===== src/rtl/joy_pkg.sv =====
package joy_pkg;
    localparam int NUM_AXES = 4;

    typedef enum logic [1:0] {
        ST_IDLE    = 2'd0,
        ST_MEASURE = 2'd1,
        ST_CAPTURE = 2'd2
    } meas_state_e;

    localparam logic [2:0] ADDR_LEGACY = 3'd0;
    localparam logic [2:0] ADDR_CFG    = 3'd1;
    localparam logic [2:0] ADDR_VAL_LO = 3'd2;
    localparam logic [2:0] ADDR_VAL_HI = 3'd3;
    localparam logic [2:0] ADDR_HWCFG  = 3'd4;

    localparam int DIV_HALF  = 2;
    localparam int DIV_SLOW  = 20;
    localparam int DIV_CRAWL = 200;
endpackage


===== src/rtl/joy_prescaler.sv =====
module joy_prescaler
    import joy_pkg::*;
#(
    parameter int PW = $clog2(DIV_CRAWL)
) (
    input  logic       clk,
    input  logic       rst_n,
    input  logic       start,
    input  logic       run,
    input  logic [1:0] div_sel,
    output logic       tick
);
    logic [PW-1:0] pcnt;
    logic [PW-1:0] limit;

    always_comb begin
        unique case (div_sel)
            2'b00:   limit = '0;
            2'b10:   limit = PW'(DIV_HALF - 1);
            2'b01:   limit = PW'(DIV_SLOW - 1);
            default: limit = PW'(DIV_CRAWL - 1);
        endcase
    end

    assign tick = run && (pcnt == limit);

    always_ff @(posedge clk) begin
        if (!rst_n || start) begin
            pcnt <= '0;
        end else if (run) begin
            pcnt <= (pcnt == limit) ? '0 : pcnt + 1'b1;
        end
    end


    tick_spacing_chk: assert property (@(posedge clk) disable iff (!rst_n)
        (tick && div_sel != 2'b00) |=> !tick);
endmodule


===== src/rtl/joy_axis_counter.sv =====
module joy_axis_counter #(
    parameter int CW = 16
) (
    input  logic          clk,
    input  logic          rst_n,
    input  logic          start,
    input  logic          run,
    input  logic          tick,
    input  logic          enable,
    input  logic          axis_in,
    output logic [CW-1:0] count,
    output logic          active
);
    localparam logic [CW-1:0] CNT_MAX = '1;

    always_ff @(posedge clk) begin
        if (!rst_n) begin
            count  <= '0;
            active <= 1'b0;
        end else if (start) begin
            count  <= '0;
            active <= enable;
        end else if (run && active) begin
            if (axis_in) begin
                if (tick && count != CNT_MAX) count <= count + 1'b1;
            end else begin
                active <= 1'b0;
            end
        end
    end


    cnt_saturate_chk: assert property (@(posedge clk) disable iff (!rst_n)
        (count == CNT_MAX && !start) |=> count == CNT_MAX);


    cnt_stopped_chk: assert property (@(posedge clk) disable iff (!rst_n)
        (!start && !active) |=> $stable(count));
endmodule


===== src/rtl/joy_regs.sv =====
module joy_regs
    import joy_pkg::*;
#(
    parameter int CW = 16
) (
    input  logic                       clk,
    input  logic                       rst_n,
    input  logic                       bus_wr,
    input  logic                       bus_rd,
    input  logic [2:0]                 bus_addr,
    input  logic [7:0]                 bus_wdata,
    output logic [7:0]                 bus_rdata,
    input  logic [NUM_AXES-1:0]        axis_in,
    input  logic [3:0]                 button_in,
    input  logic                       capture,
    input  logic [NUM_AXES-1:0][CW-1:0] counts,
    output logic                       trigger,
    output logic [NUM_AXES-1:0]        axis_en,
    output logic                       latch_en,
    output logic [1:0]                 div_sel,
    output logic                       irq,
    output logic                       legacy_en
);
    logic [6:0]                  cfg_q;
    logic [3:0]                  hw_q;
    logic                        ready_q;
    logic [NUM_AXES-1:0][CW-1:0] latch_q;
    logic [15:0]                 sel_val;
    logic                        cfg_read;

    assign axis_en   = cfg_q[3:0];
    assign latch_en  = cfg_q[6];
    assign div_sel   = hw_q[2:1];
    assign legacy_en = hw_q[3];
    assign irq       = ready_q & hw_q[0];
    assign cfg_read  = bus_rd && (bus_addr == ADDR_CFG);
    assign trigger   = bus_wr && (bus_addr == ADDR_LEGACY ||
                                  bus_addr == ADDR_VAL_LO ||
                                  bus_addr == ADDR_VAL_HI);
    assign sel_val   = 16'(latch_q[cfg_q[5:4]]);

    always_ff @(posedge clk) begin
        if (!rst_n) begin
            cfg_q   <= '0;
            hw_q    <= '0;
            ready_q <= 1'b0;
        end else begin
            if (bus_wr && bus_addr == ADDR_CFG)   cfg_q <= bus_wdata[6:0];
            if (bus_wr && bus_addr == ADDR_HWCFG) hw_q  <= bus_wdata[3:0];
            if (capture)       ready_q <= 1'b1;
            else if (cfg_read) ready_q <= 1'b0;
        end
    end

    generate
        for (genvar a = 0; a < NUM_AXES; a++) begin : g_latch
            always_ff @(posedge clk) begin
                if (!rst_n)                      latch_q[a] <= '0;
                else if (capture && axis_en[a])  latch_q[a] <= counts[a];
            end
        end
    endgenerate

    always_comb begin
        unique case (bus_addr)
            ADDR_LEGACY: bus_rdata = {button_in, axis_in};
            ADDR_CFG:    bus_rdata = {ready_q, cfg_q};
            ADDR_VAL_LO: bus_rdata = sel_val[7:0];
            ADDR_VAL_HI: bus_rdata = sel_val[15:8];
            ADDR_HWCFG:  bus_rdata = {4'b0000, hw_q};
            default:     bus_rdata = 8'h00;
        endcase
    end


    ready_set_chk: assert property (@(posedge clk) disable iff (!rst_n)
        capture |=> ready_q);


    ready_clear_chk: assert property (@(posedge clk) disable iff (!rst_n)
        (cfg_read && !capture) |=> !ready_q);


    latch_hold_chk: assert property (@(posedge clk) disable iff (!rst_n)
        !capture |=> $stable(latch_q));
endmodule


===== src/rtl/joy_axis_digitizer.sv =====
module joy_axis_digitizer
    import joy_pkg::*;
#(
    parameter int CNT_W       = 16,
    parameter int TIMEOUT_CYC = 70000
) (
    input  logic       clk,
    input  logic       rst_n,
    input  logic       bus_wr,
    input  logic       bus_rd,
    input  logic [2:0] bus_addr,
    input  logic [7:0] bus_wdata,
    output logic [7:0] bus_rdata,
    input  logic [3:0] axis_in,
    input  logic [3:0] button_in,
    output logic [3:0] button_out,
    output logic       irq,
    output logic       legacy_en
);
    localparam int TW = $clog2(TIMEOUT_CYC + 1);
    localparam logic [TW-1:0] T_LAST = TW'(TIMEOUT_CYC - 1);

    meas_state_e state_q, state_d;
    logic [TW-1:0] tcnt_q;
    logic start, run, capture, tick, done, timed_out, trigger, latch_en;
    logic [NUM_AXES-1:0] axis_en, active;
    logic [1:0] div_sel;
    logic [NUM_AXES-1:0][CNT_W-1:0] counts;

    assign button_out = button_in;
    assign timed_out  = (tcnt_q == T_LAST);
    assign done       = ~|active || timed_out;

    joy_regs #(.CW(CNT_W)) u_regs (
        .clk(clk), .rst_n(rst_n), .bus_wr(bus_wr), .bus_rd(bus_rd),
        .bus_addr(bus_addr), .bus_wdata(bus_wdata), .bus_rdata(bus_rdata),
        .axis_in(axis_in), .button_in(button_in), .capture(capture),
        .counts(counts), .trigger(trigger), .axis_en(axis_en),
        .latch_en(latch_en), .div_sel(div_sel), .irq(irq),
        .legacy_en(legacy_en)
    );

    joy_prescaler u_presc (
        .clk(clk), .rst_n(rst_n), .start(start), .run(run),
        .div_sel(div_sel), .tick(tick)
    );

    generate
        for (genvar a = 0; a < NUM_AXES; a++) begin : g_axis
            joy_axis_counter #(.CW(CNT_W)) u_cnt (
                .clk(clk), .rst_n(rst_n), .start(start), .run(run),
                .tick(tick), .enable(axis_en[a]), .axis_in(axis_in[a]),
                .count(counts[a]), .active(active[a])
            );
        end
    endgenerate

    // state register
    always_ff @(posedge clk) begin
        if (!rst_n) state_q <= ST_IDLE;
        else        state_q <= state_d;
    end

    // transitions
    always_comb begin
        state_d = state_q;
        unique case (state_q)
            ST_IDLE:    if (trigger || latch_en) state_d = ST_MEASURE;  // LAUNCH
            ST_MEASURE: if (trigger)             state_d = ST_MEASURE;  // RESTART
                        else if (done)           state_d = ST_CAPTURE;  // SETTLE
            ST_CAPTURE: if (trigger || latch_en) state_d = ST_MEASURE;  // RELATCH
                        else                     state_d = ST_IDLE;     // PARK
            default:                             state_d = ST_IDLE;
        endcase
    end

    // outputs of the controller
    always_comb begin
        start   = 1'b0;
        run     = 1'b0;
        capture = 1'b0;
        unique case (state_q)
            ST_IDLE:    start = trigger || latch_en;
            ST_MEASURE: begin
                run   = 1'b1;
                start = trigger;
            end
            ST_CAPTURE: begin
                capture = 1'b1;
                start   = trigger || latch_en;
            end
            default: ;
        endcase
    end

    always_ff @(posedge clk) begin
        if (!rst_n || start) tcnt_q <= '0;
        else if (run && !timed_out) tcnt_q <= tcnt_q + 1'b1;
    end


    capture_single_chk: assert property (@(posedge clk) disable iff (!rst_n)
        state_q == ST_CAPTURE |=> state_q != ST_CAPTURE);


    timeout_bound_chk: assert property (@(posedge clk) disable iff (!rst_n)
        state_q == ST_MEASURE |-> tcnt_q <= T_LAST);


    settle_cause_chk: assert property (@(posedge clk) disable iff (!rst_n)
        (state_q == ST_MEASURE && !trigger && (~|active || timed_out))
            |=> state_q == ST_CAPTURE);
endmodule


===== config.mk =====
export PLATFORM = sky130hd
export DESIGN_NAME = joy_axis_digitizer
export DESIGN_NICKNAME = d
export VERILOG_FILES = /design/src/rtl/joy_pkg.sv /design/src/rtl/joy_prescaler.sv /design/src/rtl/joy_axis_counter.sv /design/src/rtl/joy_regs.sv /design/src/rtl/joy_axis_digitizer.sv
export SDC_FILE = /design/constraint.sdc
export NUM_CORES = 1
export LEC_CHECK = 0
export BUFFER_PORTS_ARGS = -buffer_cell sky130_fd_sc_hd__buf_2
export CAP_MARGIN = 5
export CORE_ASPECT_RATIO = 0.6
export CORE_MARGIN = 2
export CORE_UTILIZATION = 55
export CTS_CLUSTER_SIZE = 20
export DETAILED_ROUTE_END_ITERATION = 10
export HOLD_SLACK_MARGIN = 0.06
export PLACE_DENSITY = 0.75
export SLEW_MARGIN = 10
export SYNTH_ARGS = -nofsm -noshare
export SYNTH_HDL_FRONTEND = slang
export SYNTH_SLANG_ARGS = --single-unit

===== constraint.sdc =====
create_clock -name clk -period 2.6 [get_ports clk]
set_clock_uncertainty 0.15 [all_clocks]
set_input_delay 0.13 -clock clk [delete_from_list [all_inputs] [get_ports clk]]
set_output_delay 0.13 -clock clk [all_outputs]
set_load 0.005 [all_outputs]

==> PnR_summary.wiki <==
{| class="wikitable"
! Metric !! Value
|-
| Critical path required time || 2.81 ns
|-
| Post-synth cell types || 56
|-
| Commonest non-fill, non-tap cell in the layout || nand2_1
|-
| Sequential cell area fraction in the yosys report || 0.429
|-
| Number of global-route vias before repair || 6574
|-
| Post-placement cell count || 1182
|-
| Area share of the largest cell type after synthesis || 0.429
|-
| First-pass GRT wire length || 34600 um
|-
| Layout net count || 1056
|-
| Portion of total power attributed to the clock network || 0.455
|-
| CTS tree || built
|-
| Average vias per placed instance || between 5 and 6
|-
| Setup repair after global routing missed its margin || yes
|-
| Post-synthesis cell area || 7990 sq um
|-
| Length of the first detailed-routing pass in iterations || 5
|-
| Final Slew Violations || 0
|-
| Number of buffers added on ports || 35
|-
| Final-report hold violation count || 0
|-
| Worst path cell trace || a211o_1, a2111o_1, a211o_4, or4_4, or4_1, a21oi_1
|-
| Part of the power in registers || 0.482
|-
| Period minus WS final || 2.69 ns
|-
| Leading area contributor after synthesis || dfxtp_1
|-
| Number of standard cells in the final layout excluding fillers || 1238
|-
| CORE AREA || ~14000 sq um
|-
| Final setup violation count || 14
|-
| DR iter-0 viols || 749
|-
| Number of warnings printed during yosys synthesis || 0
|-
| Clock transition at the register clock pins on the worst setup and hold paths after CTS || approximately 0.070 ns
|-
| Clock Path Buffers || 2
|-
| Total via count in the routed design || roughly 7300
|-
| Final Cell Area || ~9600 sq um
|-
| Starting density of the core || 0.557
|-
| Number of antenna violations at the first check in global routing || 0
|-
| Switching part of the total || 0.261
|-
| Slew Limit Headroom || 0.520
|-
| Share of power burned in combinational logic || 0.062
|-
| Dominant cells by area after synthesis || dfxtp_1, nand2_1, a21oi_1, mux4_2, nor2_1
|-
| Number of buffers created by CTS || 17
|-
| Arrival time at the worst endpoint || 2.90 ns
|-
| Portion of netlist area occupied by mux cells || 0.0923
|-
| Slowest cell on the critical path || or4_4
|-
| Number of H-tree levels || 4
|-
| Synth Area in XOR/XNOR || 0.0570
|-
| Adder-cell share of the synthesized area || 0.00940
|-
| Switching power || about 1400 uW
|-
| Net count after synthesis || between 900 and 1000
|-
| Static leakage || around 0.0034 uW
|-
| Number of instances in the synthesized netlist || 949
|-
| N_diodes || 0
|-
| Post-layout total power || approximately 5500 uW
|-
| Final period util || 1.03
|-
| Highest Clock Rate || 372 MHz
|-
| Crit Path Class || flop to flop
|-
| Cell Area, Placed || 8690 sq um
|-
| Maximum resistive drop on vdd || 0.000406 V
|-
| Pin count of the biggest net entering global routing || 37
|-
| Violated checks || setup timing
|-
| GPL Wtd Cong || a little under 0.9
|-
| Worst Path Max Fanout || 6
|-
| Global route total overflow || 0
|-
| ANT nets after route || 0
|-
| Flip-flop and latch count after synthesis || 171
|-
| Kind of start point of the critical path || flop
|-
| Internal Power || 4040 uW
|-
| Final critical-path setup slack || -0.0899 ns
|-
| Largest stage delay, worst path || roughly 0.47 ns
|-
| Prevailing post-synth register cell || dfxtp_1
|-
| Leading cell types in the layout, fill and taps excluded || nand2_1, dfxtp_1, a21oi_1, nor2_1, buf_4
|-
| Drc violations || 0
|-
| # IOs || 37
|-
| Power Dens Cells || 567 nW/um^2
|-
| Proportion of layout cells with a drive suffix above 1 || 0.190
|-
| Worst min-delay path class || primary input to flop
|-
| Global routing usage summed across all routing layers || 0.282
|-
| Core Rows || 34
|-
| Max-capacitance violation count || 0
|-
| Total clock sinks || 171
|-
| Number of enable-type register cells in the synthesized netlist || 0
|-
| Skew-Pair Late Insertion Delay || around 0.43 ns
|-
| DIE WIDTH || 160 um
|-
| Type of destination of the critical path || flop
|-
| Largest family of logic cells by synthesized area || simple AND/OR/NAND/NOR gates
|-
| Y dimension of the die || 97.3 um
|-
| Fraction of registers with async set or reset after synthesis || 0
|-
| DP Wirelength || 15100 um
|-
| Slew of the pin with the lowest slew margin || 0.719 ns
|-
| Die ar. || about 16000 sq um
|-
| Library cell used as clock root buffer || clkbuf_16
|-
| Mean area per synthesized cell || 8.41 sq um
|-
| Simple-Gate Fraction of Synth Area || 0.265
|-
| Relative area change from synthesis to final layout || 20.7%
|-
| Total detailed-routing wirelength || 22200 um
|-
| Complex-gate fraction of the synthesized area || 0.111
|-
| DR WL/cell || ~18 um
|-
| Post-place setup slack || -0.0912 ns
|-
| Outcome || finished with violations
|}
sequential cells by signal (all words and copies together), names as in the netlist:
register,flops
g_axis.u_cnt.count,64
u_regs.latch_q,64
tcnt_q,17
u_presc.pcnt,8
u_regs.cfg_q,7
g_axis.u_cnt.active,4
u_regs.hw_q,4
state_q,2
u_regs.ready_q,1
cells by family after synthesis:
logic type      Yosys count
compound gates          152
flops                   171
xor+xnor                 52
simple gates            447
mux                      51
buf+inv                  70
fa+ha+maj                 6
power groups by stage:
| stage | combinational [uW] | clock (uW) | sequential, uW |
|---|---|---|---|
| floorplan | 171 | 0 | 2690 |
| global placement | 283 | 0 | 2700 |
| detailed placement | 286 | 0 | 2700 |
| CTS | 308 | 2510 | 2640 |
| global route | 359 | 2620 | 2640 |
| finish | 339 | 2490 | 2640 |
final timing paths:
check,endpoint,slack [ns],start,cells past startpoint
worst max register to register,g_axis[3].u_cnt.count[12]$_SDFFE_PP0P_,-0.09,u_regs.hw_q[2]$_SDFFE_PN0P_,6
worst min-delay path,u_regs.hw_q[3]$_SDFFE_PN0P_,0.13,rst_n,3
worst min register to register,u_regs.latch_q[28]$_SDFFE_PN0P_,0.31,u_regs.latch_q[28]$_SDFFE_PN0P_,2
worst max-delay path,g_axis[3].u_cnt.count[12]$_SDFFE_PP0P_,-0.09,u_regs.hw_q[2]$_SDFFE_PN0P_,6
metal layers:
metal | part of all wire | vias to the layer above | wire length [um] | track usage
li1 | - | 3483 | - | -
met4 | 0.014 | 0 | 306 | 0.0881
met2 | 0.41 | 341 | 9130 | 0.392
met5 | 0 | - | 0 | 0
met3 | 0.11 | 35 | 2450 | 0.0854
met1 | 0.46 | 3473 | 10300 | 0.418
stage by stage:
step | hold WS, ns | setup TNS (ns) | utilization
2_1_floorplan | 0.127 | -0.294 | -
3_3_place_gp | 0.222 | -0.630 | 0.606
3_5_place_dp | 0.225 | -0.751 | 0.606
4_1_cts | 0.121 | -0.423 | 0.658
5_1_grt | 0.147 | -1.77 | 0.673
6_report | 0.130 | -0.488 | 0.673
worst max-delay path, delay by kind of cell, from the launching register on:
family,cells,cell delay [ns]
AO/OA/AOI/OAI,4,1.25
AND/OR/NAND/NOR,2,0.89
flip-flops,1,0.33
Yosys cell counts (all sizes together) (5+ instances only):
cell and count:
a21oi 96, a31o 5, and2 10, and3 12, and4 7, buf 10
clkbuf 50, dfxtp 171, ha 6, inv 10, mux2i 32, mux4 18
nand2 188, nand2b 8, nand3 36, nand4 20, nor2 91, nor2b 7
nor3 8, nor4 17, o211ai 5, o21a 8, o21ai 16, o31ai 6
or3 15, or4 14, xnor2 24, xor2 28
layout make-up:
type	count	area, sq um
tap	198	248
timing repair buffer	116	875
sequential	171	3430
multi-input combinational	711	4480
clock buffer	17	425
fill	1108	4690
clock inverter	15	149
inverter	10	37.5
repair_timing:
item,in CTS,in global routing
hold buffers,15,0
gates resized for setup,4,30
gates cloned,0,4
setup buffers,0,5
pin swaps,0,12
hold endpoints to repair,18,0
endpoints found under the setup margin,18,35
(Power assumes the default switching activity.)
